$ cat src/rtl/sdram_mon_pkg.sv
package sdram_mon_pkg;

  typedef enum logic [2:0] {
    CMD_DESEL = 3'd0,
    CMD_NOP   = 3'd1,
    CMD_ACT   = 3'd2,
    CMD_RD    = 3'd3,
    CMD_WR    = 3'd4,
    CMD_PRE   = 3'd5,
    CMD_BST   = 3'd6,
    CMD_LMR   = 3'd7
  } cmd_e;

  typedef enum logic [2:0] {
    ERR_NONE     = 3'd0,
    ERR_ACT_OPEN = 3'd1,
    ERR_ACT_TRP  = 3'd2,
    ERR_RW_IDLE  = 3'd3,
    ERR_LMR_BUSY = 3'd4,
    ERR_MRD_WAIT = 3'd5,
    ERR_AP_BUSY  = 3'd6
  } err_e;

  function automatic logic is_exec(cmd_e c);
    return !(c == CMD_DESEL || c == CMD_NOP);
  endfunction

endpackage

$ cat src/rtl/sdram_cmd_rules.sv
module sdram_cmd_rules
  import sdram_mon_pkg::*;
#(
  parameter int NUM_BANKS = 4,
  localparam int BA_W = $clog2(NUM_BANKS)
) (
  input  cmd_e                 cmd_i,
  input  logic [BA_W-1:0]      ba_i,
  input  logic                 all_i,
  input  logic [NUM_BANKS-1:0] open_i,
  input  logic [NUM_BANKS-1:0] trp_busy_i,
  input  logic [NUM_BANKS-1:0] ap_pend_i,
  input  logic                 mrd_busy_i,
  output err_e                 code_o
);

  always_comb begin
    code_o = ERR_NONE;
    if (mrd_busy_i && is_exec(cmd_i)) begin
      code_o = ERR_MRD_WAIT;
    end else begin
      case (cmd_i)
        CMD_ACT: begin
          if (ap_pend_i[ba_i])       code_o = ERR_AP_BUSY;
          else if (open_i[ba_i])     code_o = ERR_ACT_OPEN;
          else if (trp_busy_i[ba_i]) code_o = ERR_ACT_TRP;
        end
        CMD_RD, CMD_WR: begin
          if (ap_pend_i[ba_i])       code_o = ERR_AP_BUSY;
          else if (!open_i[ba_i])    code_o = ERR_RW_IDLE;
        end
        CMD_PRE: begin
          if (all_i ? |ap_pend_i : ap_pend_i[ba_i]) code_o = ERR_AP_BUSY;
        end
        CMD_LMR: begin
          if (|(open_i | trp_busy_i | ap_pend_i)) code_o = ERR_LMR_BUSY;
        end
        default: ;
      endcase
    end
  end

endmodule

$ cat src/rtl/sdram_bank_track.sv
module sdram_bank_track #(
  parameter int ROW_W  = 12,
  parameter int T_RP   = 3,
  parameter int BEAT_W = 4,
  localparam int TRP_W = $clog2(T_RP + 1)
) (
  input  logic              clk_i,
  input  logic              rst_ni,
  input  logic              cke_i,
  input  logic              act_i,
  input  logic              pre_i,
  input  logic              ap_arm_i,
  input  logic              bst_cut_i,
  input  logic [ROW_W-1:0]  row_i,
  input  logic [BEAT_W-1:0] beats_i,
  output logic              open_o,
  output logic [ROW_W-1:0]  row_o,
  output logic              trp_busy_o,
  output logic              ap_pend_o
);

  logic              open_q;
  logic [ROW_W-1:0]  row_q;
  logic [TRP_W-1:0]  trp_q;
  logic [BEAT_W-1:0] ap_q;
  logic              close;

  // explicit precharge, last beat of an auto-precharge burst, or a cut burst
  assign close = (pre_i && open_q) || (ap_q == BEAT_W'(1)) ||
                 (bst_cut_i && ap_q != '0);

  always_ff @(posedge clk_i or negedge rst_ni) begin
    if (!rst_ni) begin
      open_q <= 1'b0;
      row_q  <= '0;
      trp_q  <= '0;
      ap_q   <= '0;
    end else if (cke_i) begin
      if (trp_q != '0) trp_q <= trp_q - TRP_W'(1);
      if (act_i) begin
        open_q <= 1'b1;
        row_q  <= row_i;
      end else if (close) begin
        open_q <= 1'b0;
        ap_q   <= '0;
        trp_q  <= TRP_W'(T_RP - 1);
      end else if (ap_arm_i) begin
        ap_q <= beats_i;
      end else if (ap_q != '0) begin
        ap_q <= ap_q - BEAT_W'(1);
      end
    end
  end

  assign open_o     = open_q;
  assign row_o      = row_q;
  assign trp_busy_o = (trp_q != '0);
  assign ap_pend_o  = (ap_q != '0);


  act_open_chk: assert property (@(posedge clk_i) disable iff (!rst_ni)
    cke_i && act_i |=> open_q && row_q == $past(row_i));

  // R4 (also R2: activation only reaches a closed bank)
  act_ready_chk: assert property (@(posedge clk_i) disable iff (!rst_ni)
    cke_i && act_i |-> !open_q && trp_q == '0);


  ap_close_chk: assert property (@(posedge clk_i) disable iff (!rst_ni)
    cke_i && ap_q == BEAT_W'(1) |=> !open_q);


  bst_close_chk: assert property (@(posedge clk_i) disable iff (!rst_ni)
    cke_i && bst_cut_i && ap_q != '0 |=> !open_q && ap_q == '0);


  hold_chk: assert property (@(posedge clk_i) disable iff (!rst_ni)
    !cke_i |=> $stable(open_q) && $stable(trp_q) && $stable(ap_q));

endmodule

$ cat src/rtl/sdram_mrd_timer.sv
module sdram_mrd_timer #(
  parameter int T_MRD = 2,
  localparam int CNT_W = $clog2(T_MRD + 1)
) (
  input  logic clk_i,
  input  logic rst_ni,
  input  logic cke_i,
  input  logic load_i,
  output logic busy_o
);

  logic [CNT_W-1:0] cnt_q;

  always_ff @(posedge clk_i or negedge rst_ni) begin
    if (!rst_ni)               cnt_q <= '0;
    else if (cke_i) begin
      if (load_i)              cnt_q <= CNT_W'(T_MRD - 1);
      else if (cnt_q != '0)    cnt_q <= cnt_q - CNT_W'(1);
    end
  end

  assign busy_o = (cnt_q != '0);


  lmr_gate_chk: assert property (@(posedge clk_i) disable iff (!rst_ni)
    cke_i && load_i |-> !busy_o);

endmodule

$ cat src/rtl/sdram_bank_monitor.sv
module sdram_bank_monitor
  import sdram_mon_pkg::*;
#(
  parameter int NUM_BANKS = 4,
  parameter int ROW_W     = 12,
  parameter int AP_BIT    = 10,
  parameter int T_RP      = 3,
  parameter int T_MRD     = 2,
  localparam int BA_W     = $clog2(NUM_BANKS)
) (
  input  logic                       clk_i,
  input  logic                       rst_ni,
  input  logic                       cke_i,
  input  logic [2:0]                 cmd_i,
  input  logic [BA_W-1:0]            ba_i,
  input  logic [ROW_W-1:0]           addr_i,
  input  logic [2:0]                 burst_code_i,
  output logic [NUM_BANKS-1:0]       bank_open_o,
  output logic [NUM_BANKS-1:0]       bank_ready_o,
  output logic [NUM_BANKS*ROW_W-1:0] bank_row_o,
  output logic                       mrd_busy_o,
  output logic                       err_o,
  output logic [2:0]                 err_code_o
);

  localparam int BEAT_W = 4;

  cmd_e                 cmd;
  err_e                 code, code_q;
  logic                 legal, flag_a10, full_page, is_rw, err_q;
  logic [BEAT_W-1:0]    beats;
  logic [BA_W-1:0]      last_q;
  logic [NUM_BANKS-1:0] open_v, trp_v, ap_v;
  logic                 mrd_busy;

  assign cmd       = cmd_e'(cmd_i);
  assign flag_a10  = addr_i[AP_BIT];
  assign full_page = burst_code_i[2];
  assign beats     = BEAT_W'(1) << burst_code_i[1:0];
  assign is_rw     = (cmd == CMD_RD) || (cmd == CMD_WR);
  assign legal     = cke_i && (code == ERR_NONE);

  sdram_cmd_rules #(.NUM_BANKS(NUM_BANKS)) u_rules (
    .cmd_i      (cmd),
    .ba_i       (ba_i),
    .all_i      (flag_a10),
    .open_i     (open_v),
    .trp_busy_i (trp_v),
    .ap_pend_i  (ap_v),
    .mrd_busy_i (mrd_busy),
    .code_o     (code)
  );

  sdram_mrd_timer #(.T_MRD(T_MRD)) u_mrd (
    .clk_i  (clk_i),
    .rst_ni (rst_ni),
    .cke_i  (cke_i),
    .load_i (legal && cmd == CMD_LMR),
    .busy_o (mrd_busy)
  );

  for (genvar b = 0; b < NUM_BANKS; b++) begin : g_bank
    logic             sel;
    logic [ROW_W-1:0] row_w;
    assign sel = (ba_i == BA_W'(b));

    sdram_bank_track #(.ROW_W(ROW_W), .T_RP(T_RP), .BEAT_W(BEAT_W)) u_bank (
      .clk_i      (clk_i),
      .rst_ni     (rst_ni),
      .cke_i      (cke_i),
      .act_i      (legal && cmd == CMD_ACT && sel),
      .pre_i      (legal && cmd == CMD_PRE && (flag_a10 || sel)),
      .ap_arm_i   (legal && is_rw && sel && flag_a10 && !full_page),
      .bst_cut_i  (legal && cmd == CMD_BST && last_q == BA_W'(b)),
      .row_i      (addr_i),
      .beats_i    (beats),
      .open_o     (open_v[b]),
      .row_o      (row_w),
      .trp_busy_o (trp_v[b]),
      .ap_pend_o  (ap_v[b])
    );

    assign bank_row_o[b*ROW_W +: ROW_W] = row_w;
    assign bank_ready_o[b] = !open_v[b] && !trp_v[b] && !ap_v[b];
  end

  // bank of the most recent accepted access, target of BURST TERMINATE
  always_ff @(posedge clk_i or negedge rst_ni) begin
    if (!rst_ni)               last_q <= '0;
    else if (legal && is_rw)   last_q <= ba_i;
  end

  always_ff @(posedge clk_i or negedge rst_ni) begin
    if (!rst_ni) begin
      err_q  <= 1'b0;
      code_q <= ERR_NONE;
    end else if (cke_i && code != ERR_NONE && !err_q) begin
      err_q  <= 1'b1;
      code_q <= code;
    end
  end

  assign bank_open_o = open_v;
  assign mrd_busy_o  = mrd_busy;
  assign err_o       = err_q;
  assign err_code_o  = code_q;


  sticky_chk: assert property (@(posedge clk_i) disable iff (!rst_ni)
    err_q |=> err_q && $stable(code_q));


  rw_idle_chk: assert property (@(posedge clk_i) disable iff (!rst_ni)
    cke_i && is_rw && !open_v[ba_i] |=> err_q);


  lmr_busy_chk: assert property (@(posedge clk_i) disable iff (!rst_ni)
    cke_i && cmd == CMD_LMR && !(&bank_ready_o) |=> err_q);


  mrd_wait_chk: assert property (@(posedge clk_i) disable iff (!rst_ni)
    cke_i && mrd_busy && is_exec(cmd) |=> err_q);


  full_page_chk: assert property (@(posedge clk_i) disable iff (!rst_ni)
    cke_i && is_rw && full_page && open_v[ba_i] |=> open_v[$past(ba_i)]);


  pre_all_chk: assert property (@(posedge clk_i) disable iff (!rst_ni)
    cke_i && cmd == CMD_PRE && flag_a10 && ap_v == '0 && !mrd_busy
    |=> open_v == '0);


  idle_cmd_chk: assert property (@(posedge clk_i) disable iff (!rst_ni)
    cke_i && !is_exec(cmd) && ap_v == '0 |=> $stable(open_v));

endmodule

$ cat config.mk
export PLATFORM = sky130hd
export DESIGN_NAME = sdram_bank_monitor
export DESIGN_NICKNAME = d
export VERILOG_FILES = /design/src/rtl/sdram_mon_pkg.sv /design/src/rtl/sdram_cmd_rules.sv /design/src/rtl/sdram_bank_track.sv /design/src/rtl/sdram_mrd_timer.sv /design/src/rtl/sdram_bank_monitor.sv
export SDC_FILE = /design/constraint.sdc
export NUM_CORES = 1
export LEC_CHECK = 0
export CAP_MARGIN = 10
export CORE_ASPECT_RATIO = 0.5
export CORE_MARGIN = 4
export CORE_UTILIZATION = 55
export DETAILED_ROUTE_END_ITERATION = 6
export DONT_BUFFER_PORTS = 1
export PLACE_DENSITY_LB_ADDON = 0.2
export SLEW_MARGIN = 15
export SYNTH_ARGS = -nofsm -noshare
export SYNTH_HDL_FRONTEND = slang
export SYNTH_HIERARCHICAL = 1
export SYNTH_SLANG_ARGS = --single-unit
$ cat constraint.sdc
create_clock -name clk_i -period 6.81 [get_ports clk_i]
set_input_delay 0.3405 -clock clk_i [delete_from_list [all_inputs] [get_ports clk_i]]
set_output_delay 0.3405 -clock clk_i [all_outputs]
set_load 0.005 [all_outputs]
==> reports/summary.txt, run 1 <==
Status: finished clean
Worst Setup SP: g_bank[2].u_bank/ap_q[0]
RSZ-0062 raised after global routing: false
Synthesized Nets: 443
Final antenna-violating net count: 0
Area growth syn-to-layout: 10.7%
Post-CTS sizing: 0
Initial Util: 58.3%
Clock tree buffer depth: 2
GRT Residual Overflow: 0
VDD IR max: 0.000209 V
Vias/cell: 6.38
Vias: 3370
Average wire per standard cell: 20.4 um
Initial antenna violation count: 0
Internal Power: 1200 uW
Area leader, netlist: dfrtp_1
Reg area: 0.00210 mm^2
Clk pin slew, worst setup/hold paths: 60 ps
Synth Flop Type: dfrtp_1
Post-Syn Instances: 411
Fin worst setup slack: 2000 ps
CTS H-tree depth: 3
Post-route cell area: 0.00488 mm^2
Sequential share of power: 39.0%
Slew Viols, Final: 0
CP Class: flop to flop
Root buf cell: clkbuf_16
Hold crit path type: input port to flop
RD Place Congestion: 0.957
Critical path peak fanout: 11
Global-route wire length before repair: 17500 um
Die Wd: 135 um
ANT cells: 0
Top-area cell type share of the netlist area: 47.7%
Comb power frac: 31.5%
Most frequent cell after synthesis: dfrtp_1
Placed inst area: 0.00451 mm^2
Ys Warns: 6
Initial drt markers: 308
Crit path time final: 4810 ps
#FFs+latches synth: 84
Final Setup Violations: 0
P_sw: 619 uW
CTS tree: yes
Clock share of power: 29.6%
Min-delay src: cke_i
DIE AREA: 0.00960 mm^2
Gr usage total: 23.2%
Post-DP HPWL: 7680 um
Largest net degree at the start of global routing: 85
CTS Hold Buffers Added: 2
Highest clock rate: 208 MHz
Post-CTS Setup Bufs: 0
Vias in the first global route: 3377
Worst Path Arrival: 5060 ps
Final WL: 10800 um
Maxcap violations: 0
PwrDens: 372 mW/mm^2
Synth top area cells: dfrtp_1, mux2_2, o21ai_0
RR Startpoint: g_bank[2].u_bank/ap_q[0]
Clock sink count: 84
# rows: 22
Req. time, crit path: 7060 ps
CP Capture Type: flop
Mean post-synth cell area: 10.7 um^2
Period utilization: 70.6%
Asr flop ratio synth: 100%
Fin nets: 447
Core Area: 0.00757 mm^2
Seq/Total Area, Yosys: 47.7%
Pleak: 0.00228 uW
Synth top cells by count: dfrtp_1, mux2_2, inv_1
Slew margin rel.: 23.4%
Initial DRT Pass Iterations: 6
Fillcell total: 600
Total CTS buffers: 9
Worst setup SP type: flop
Post-synth EDFFs: 0
Worst slack at placement: 2150 ps
DRC: 0
Setup Skew: 7.72 ps
Clk Latency, worst-skew pair: 340 ps
Count of input and output buffers: 0
Final hold violation count: 0
TNS Setup: 0 ps
Mapped Area: 0.00441 mm^2
Top Ports: 84
Worst-margin pin slew: 1140 ps
Die height: 71.3 um
Layout cells sized above 1: 19.8%
Yosys cell types: 58
Sw frac: 34.1%
Multi-input gate area: 0.00216 mm^2
-- registers in the layout, indices dropped and copies added, names as in the netlist --
signal	cells
g_bank.u_bank/row_o	48
g_bank.u_bank/ap_q	16
g_bank.u_bank/trp_q	8
g_bank.u_bank/open_o	4
err_code_o	3
last_q	2
u_mrd/cnt_q	2
err_o	1
-- cell usage in the layout (no fill, tap or decap), types with 4 or more instances in the layout --
master     instances
nor3_1            13
nor2_1            30
ha_1               9
clkbuf_16          9
dfrtp_1           84
or3b_4             4
o22ai_1            7
a21oi_1           13
nand2_1           18
nand2b_1           6
mux2_2            48
a31oi_1            4
inv_1             31
o2111ai_1          5
or2_2              4
nor3b_1            7
a22oi_1            4
o2bb2ai_1          5
a211o_1            4
nor2b_1            7
o21ai_0           30
o21ai_1            8
-- kinds of logic after synthesis --
group	share of synthesized area, %
AO/OA/AOI/OAI	17.5
AND/OR/NAND/NOR	14.8
adder cells (fa/ha/maj)	2.55
multiplexers	13.9
flip-flops	47.7
buffers and inverters	3.43
XOR/XNOR	0.199
-- power groups by stage --
stage / clock [uW] / sequential, uW / combinational (uW)
after global placement: 0 / 708 / 514
after global routing: 574 / 721 / 632
final: 536 / 707 / 571
after CTS: 546 / 705 / 561
after floorplan: 0 / 684 / 441
after detailed placement: 0 / 713 / 547
-- final timing paths --
path,cells past startpoint,slack (ps),end
min in group asynchronous,2,570,err_code_o[1]
max in group asynchronous,2,5890,g_bank[1].u_bank/ap_q[3]
min,1,100,g_bank[0].u_bank/trp_q[0]
max,14,2000,g_bank[0].u_bank/ap_q[1]
min reg2reg,2,510,u_mrd/cnt_q[0]
max reg2reg,14,2000,g_bank[0].u_bank/ap_q[1]
-- worst max-delay path: stages, from the launching register on --
cell,delay [ps]
dfrtp_1,400
inv_1,100
ha_1,200
or3b_4,430
mux4_2,530
or2_1,260
a21oi_1,150
o211ai_1,250
nor4b_4,400
o2111ai_1,340
nor3_1,960
a211o_1,190
o21ba_2,190
nand2_1,130
o22ai_1,180
-- routing by layer --
| metal | GRT usage [%] | wire [um] | vias to the layer above |
|---|---|---|---|
| li1 | - | - | 1533 |
| met1 | 29.7 | 4520 | 1658 |
| met2 | 36.7 | 4850 | 161 |
| met3 | 10.2 | 1270 | 18 |
| met4 | 5.76 | 142 | 0 |
| met5 | 0 | 0 | - |
-- layout make-up --
| type | count | area share (%) |
|---|---|---|
| Clock buffer | 10 | 4.90 |
| Multi-Input combinational cell | 287 | 44.2 |
| Clock inverter | 6 | 1.92 |
| Timing Repair Buffer | 2 | 0.769 |
| Inverter | 31 | 2.38 |
| Sequential cell | 84 | 43.1 |
| Tap cell | 108 | 2.77 |
-- per-stage QoR --
step	util (%)	instances	power [uW]	hold slack (ps)
CTS	64.5	528	1810	95.4
finish	64.5	528	1810	103
detailed placement	59.6	510	1260	47.2
global route	64.5	528	1930	94.5
floorplan	-	411	1120	44.9
global placement	59.6	510	1220	47.5
(Power assumes the default switching activity.)
==> run 2, diff against run 1 <==
==> constraint.sdc (replaced) <==
create_clock -name clk_i -period 4.44 [get_ports clk_i]
set_input_delay 0.222 -clock clk_i [delete_from_list [all_inputs] [get_ports clk_i]]
set_output_delay 0.222 -clock clk_i [all_outputs]
set_load 0.005 [all_outputs]
==> run 2 against run 1 <==
Compared with the run above: non-clock buffer count is 12 higher; cell count is 2.1% higher; utilization is 1.2 points higher; global-route usage is 0.98 points higher; flip-flop and latch count stayed put; register-to-register slack worse by 1900 ps; design area is 1.9% higher; worst setup slack worse by 1900 ps; largest cell class unchanged.
==> reports/summary.txt, run 2 (synthesis gave the netlist of run 1 again) <==
Status: finished clean
RD Place Congestion: 0.889 (-7.1%)
CTS H-tree depth: 3 (unchanged)
Post-route cell area: 0.00497 mm^2 (+1.9%)
# rows: 22 (unchanged)
Area growth syn-to-layout: 12.7%
Reg2Reg Setup Slack: 150 ps (-1850 ps)
Initial DRT Pass Iterations: 6 (unchanged)
Clock sink count: 84 (unchanged)
Top delay family on crit path: simple AND/OR/NAND/NOR gates
Clk Latency, worst-skew pair: 330 ps (about the same)
M1 WL: 4720 um (+4.6%)
Hold EP: g_bank[3].u_bank/row_o[6]
Layout cells sized above 1: 22.5% (+2.7 points)
Final WL: 11200 um (+4.3%)
Hold crit path type: input port to flop
ANT cells: 0 (unchanged)
Placed inst area: 0.00457 mm^2 (+1.3%)
VDD IR max: 0.000266 V (+27%)
Final antenna-violating net count: 0 (unchanged)
Fin nets: 459 (+2.7%)
CTS tree: yes
DRC: 0 (unchanged)
Slowest-stage cell, CP: or4b_4
Core Area: 0.00757 mm^2 (unchanged)
DIE AREA: 0.00960 mm^2 (unchanged)
Clock tree buffer depth: 2 (unchanged)
Critical-path cell list: inv_1 > ha_1 > or3b_4 > mux4_2 > or2_1 > a22oi_2 > o21ai_2 > or4b_4 > nor3_4 > a21boi_2 > a211o_1 > nor2_1 > or3b_1 > o21ai_1
Max reg flops: 48 (unchanged)
CP Capture Type: flop
RR Startpoint: g_bank[3].u_bank/ap_q[0]
Maxcap violations: 0 (unchanged)
Initial antenna violation count: 0 (unchanged)
Total CTS buffers: 9 (unchanged)
Slew margin rel.: 41.3% (+18 points)
Post-DP HPWL: 7860 um (+2.4%)
GRT Residual Overflow: 0 (unchanged)
Metal2 WL: 5280 um (+8.7%)
Worst Path Arrival: 4550 ps (-510 ps)
Top Ports: 84 (unchanged)
Top Metal Used: met4
Final Setup Violations: 0 (unchanged)
Count of input and output buffers: 0 (unchanged)
CP Class: flop to flop
Slowest Stage Delay on Critical Path: 600 ps (-360 ps)
Min-delay src: addr_i[6]
Worst setup SP type: flop
Die Wd: 135 um (unchanged)
Root buf cell: clkbuf_16
Highest clock rate: 233 MHz (+12%)
Setup Skew: 7.40 ps (-0.323 ps)
Initial Util: 58.3% (unchanged)
Slew Viols, Final: 0 (unchanged)
Pleak: 0.00233 uW (+2.3%)
TNS Setup: 0 ps (unchanged)
Worst R2R Path Depth: 14 (unchanged)
Commonest non-fill, non-tap cell in the layout: dfrtp_1
Met3 WL post-DR: 1120 um (-12%)
PwrDens: 554 mW/mm^2 (+49%)
Reg2Reg Capture Point: g_bank[3].u_bank/ap_q[1]
Crit path time final: 4290 ps (-518 ps)
Worst hold path depth: 1 (unchanged)
Die height: 71.3 um (unchanged)
Worst-margin pin slew: 880 ps (-260 ps)
Final hold violation count: 0 (unchanged)
Fillcell total: 597 (-0.50%)
Initial drt markers: 422 (+37%)
Gr usage total: 24.2% (+0.98 points)
Most frequent cells in the layout: dfrtp_1, mux2_2, inv_1
Req. time, crit path: 4700 ps (-2360 ps)
Vias: 3433 (+1.9%)
Clk pin slew, worst setup/hold paths: 60 ps (about the same)
Average wire per standard cell: 20.9 um (+2.2%)
RSZ-0062 raised after global routing: false
Final core occ: 65.7% (+1.2 points)
Vias in the first global route: 3443 (+2.0%)
Largest net degree at the start of global routing: 85 (unchanged)
Crit path buffers/inverters: 1 (unchanged)
Period utilization: 96.7% (+26 points)
Global-route wire length before repair: 18400 um (+5.4%)
Vias/cell: 6.37 (-0.21%)
Critical path peak fanout: 6 (-5)
-- run 2: final cells by class --
cell class	count	area [um^2]	area share (%)
Multi-Input combinational cell	287	2180	43.8
Sequential cell	84	2100	42.3
Clock buffer	11	253	5.08
Tap cell	108	135	2.72
Timing Repair Buffer	14	130	2.62
Inverter	31	116	2.34
Clock inverter	4	56.3	1.13
-- run 2: stage by stage --
step	power [uW]	cells	setup WS [ps]	hold WS, ps
floorplan	1730	411	537	-73.6
global placement	1880	518	249	-71.3
detailed placement	1940	518	93.0	-70.8
CTS	2740	536	85.0	27.6
global route	2920	539	11.6	23.4
finish	2750	539	148	37.0
-- run 2: where the power goes --
part	switching [uW]	internal (uW)
Combinational	491	405
Sequential	156	933
Clock	300	468
-- run 2: worst max path at each step --
| stage | depth (start not counted) | slack, ps | end | startpoint |
|---|---|---|---|---|
| 3_5_place_dp | 14 | 90 | g_bank[1].u_bank/ap_q[2] | g_bank[3].u_bank/ap_q[0] |
| 6_report | 14 | 150 | g_bank[3].u_bank/ap_q[1] | g_bank[3].u_bank/ap_q[0] |
| 3_3_place_gp | 14 | 250 | g_bank[1].u_bank/ap_q[1] | g_bank[3].u_bank/ap_q[0] |
| 2_1_floorplan | 14 | 540 | g_bank[3].u_bank/ap_q[1] | g_bank[3].u_bank/ap_q[0] |
| 4_1_cts | 14 | 80 | g_bank[1].u_bank/ap_q[2] | g_bank[3].u_bank/ap_q[0] |
| 5_1_grt | 14 | 10 | g_bank[2].u_bank/ap_q[1] | g_bank[3].u_bank/ap_q[0] |
-- run 2: what timing repair did --
action	in CTS	in global routing
endpoints found under the hold margin	88	0
resized for setup	0	5
setup buffers	0	3
endpoints found under the setup margin	0	13
hold buffers	3	0
-- run 2: routing by layer --
| layer | vias to the layer above | track usage [%] |
|---|---|---|
| li1 | 1543 | - |
| met1 | 1724 | 31.4 |
| met2 | 151 | 39.1 |
| met3 | 15 | 9.05 |
| met4 | 0 | 5.64 |
| met5 | - | 0 |
==> run 3, diff against run 2 <==
--- a/config.mk
+++ b/config.mk
@@ -7,13 +7,14 @@
 export LEC_CHECK = 0
 export CAP_MARGIN = 10
 export CORE_ASPECT_RATIO = 0.5
-export CORE_MARGIN = 4
+export CORE_MARGIN = 1
 export CORE_UTILIZATION = 55
 export DETAILED_ROUTE_END_ITERATION = 6
 export DONT_BUFFER_PORTS = 1
-export PLACE_DENSITY_LB_ADDON = 0.2
+export PLACE_DENSITY = 0.71
 export SLEW_MARGIN = 15
 export SYNTH_ARGS = -nofsm -noshare
 export SYNTH_HDL_FRONTEND = slang
 export SYNTH_HIERARCHICAL = 1
 export SYNTH_SLANG_ARGS = --single-unit
+export TNS_END_PERCENT = 30
==> run 3 against run 2 <==
Compared with the run above: sequential share of layout area is 0.28 points higher; non-clock buffer count is 2 lower; flip-flop and latch count unchanged; sequential power about the same.
==> reports/summary.txt, run 3 (synthesis gave the netlist of run 1 again) <==
Clk pin slew, worst setup/hold paths: 70 ps (about the same)
Final WL: 10800 um (-4.0%)
Core Area: 0.00754 mm^2 (-0.36%)
DIE AREA: 0.00840 mm^2 (-12%)
Maxcap violations: 0 (unchanged)
RR Startpoint: g_bank[3].u_bank/ap_q[0]
Global-route wire length before repair: 17500 um (-4.7%)
Final Setup Violations: 0 (unchanged)
Die Wd: 129 um (-4.5%)
Initial antenna violation count: 0 (unchanged)
Worst Setup SP: g_bank[3].u_bank/ap_q[0]
Root buf cell: clkbuf_16
Period utilization: 96.7% (about the same)
Count of input and output buffers: 0 (unchanged)
DRC: 0 (unchanged)
Critical path peak fanout: 6 (unchanged)
VDD IR max: 0.000235 V (-11%)
Slew Viols, Final: 0 (unchanged)
Reg2Reg Setup Slack: 150 ps (about the same)
Clock sink count: 84 (unchanged)
# rows: 22 (unchanged)
Status: finished clean
Hold crit path type: input port to flop
Crit path time final: 4290 ps (+1.15 ps)
Pleak: 0.00232 uW (-0.67%)
Largest net degree at the start of global routing: 85 (unchanged)
Post-CTS Setup Bufs: 0 (unchanged)
Total CTS buffers: 9 (unchanged)
Initial DRT Pass Iterations: 6 (unchanged)
Final antenna-violating net count: 0 (unchanged)
CP Class: flop to flop
Die height: 65.3 um (-8.4%)
Average wire per standard cell: 20.1 um (-3.8%)
CTS H-tree depth: 3 (unchanged)
TNS Setup: 0 ps (unchanged)
Slew margin rel.: 46.4% (+5.1 points)
RD Place Congestion: 0.905 (+1.7%)
Top Ports: 84 (unchanged)
Initial Util: 58.5% (+0.21 points)
Reg2Reg Capture Point: g_bank[1].u_bank/ap_q[2]
Gr usage total: 28.0% (+3.8 points)
Req. time, crit path: 4700 ps (about the same)
Final hold violation count: 0 (unchanged)
Worst Path Arrival: 4550 ps (about the same)
PwrDens: 547 mW/mm^2 (-1.2%)
Worst setup SP type: flop
Commonest non-fill, non-tap cell in the layout: dfrtp_1
RSZ-0062 raised after global routing: true
Layout cells sized above 1: 22.8% (+0.28 points)
Worst R2R Path Depth: 14 (unchanged)
Post-DP HPWL: 7560 um (-3.9%)
Fin nets: 457 (-0.44%)
Initial drt markers: 214 (-49%)
Hold_ws: 23.0 ps (-14.0 ps)
Worst-margin pin slew: 804 ps (-76.3 ps)
CTS tree: yes
CP Capture Type: flop
Most frequent cells in the layout: dfrtp_1, mux2_2, inv_1
Max reg flops: 48 (unchanged)
Tot Pwr: 2700 uW (-1.9%)
GRT Residual Overflow: 0 (unchanged)
Vias/cell: 6.36 (-0.14%)
Vias in the first global route: 3498 (+1.6%)
Setup Skew: 8.19 ps (+0.793 ps)
Clock tree buffer depth: 2 (unchanged)
Clk Latency, worst-skew pair: 340 ps (about the same)
CP endpoint: g_bank[1].u_bank/ap_q[2]
Highest clock rate: 233 MHz (about the same)
Area growth syn-to-layout: 12.0%
ANT cells: 0 (unchanged)
Vias: 3422 (-0.32%)
-- run 3: final cells by class --
class | instances | area, um^2
flip-flops and latches | 84 | 2100
well taps | 108 | 135
clock inverters | 7 | 62.6
multi-input cells | 287 | 2180
repair buffers | 12 | 115
inverters | 31 | 116
clock buffers | 9 | 225
fillers | 597 | 2600
-- run 3: power breakdown --
group	total (uW)	switching (uW)	internal, uW	leakage (uW)
logic	887	490	397	0.00106
clock network	727	333	394	0.000145
registers	1090	155	932	0.00112
-- run 3: critical path, cell delays in order, from the launching register on --
cell	delay (ps)
dfrtp_1	400
inv_1	100
ha_1	200
or3b_4	430
mux4_2	550
or2_1	270
a22oi_2	180
o21ai_2	140
or4b_4	610
nor3_4	260
a21boi_2	250
a211o_1	160
nor2_1	40
or3b_1	440
o21ai_1	180
-- run 3: worst min path at each step --
stage,depth (start not counted),startpoint,slack [ps],to
after floorplan,0,rst_ni,-70,err_code_o[0]
after detailed placement,0,rst_ni,-70,g_bank[0].u_bank/open_o
after CTS,2,cke_i,10,err_o
after global routing,1,addr_i[2],10,g_bank[0].u_bank/row_o[2]
final,1,addr_i[3],20,g_bank[1].u_bank/row_o[3]
after global placement,0,rst_ni,-70,g_bank[0].u_bank/trp_q[1]
-- run 3: through the flow --
| step | cell area [um^2] | worst slack [ps] | cells | utilization, % |
|---|---|---|---|---|
| global route | 4940 | -37.2 | 538 | 65.5 |
| global placement | 4580 | 280 | 519 | 60.7 |
| finish | 4940 | 147 | 538 | 65.5 |
| floorplan | 4410 | 537 | 411 | - |
| CTS | 4910 | 57.0 | 538 | 65.1 |
| detailed placement | 4580 | 81.0 | 519 | 60.7 |
-- run 3: routing by layer --
metal	track usage (%)	routed length, um	up-vias	share of wire [%]
met5	0	0	-	0
met4	14.0	304	0	2.8
met3	10.9	1120	28	10
met2	44.9	4880	160	45
met1	33.3	4490	1692	42
li1	-	-	1542	-
-- run 3: what timing repair did --
action                                  CTS  global route
endpoints found under the hold margin    88             0
resized for setup                         0             6
hold buffers                              3             0
endpoints found under the setup margin    0            16
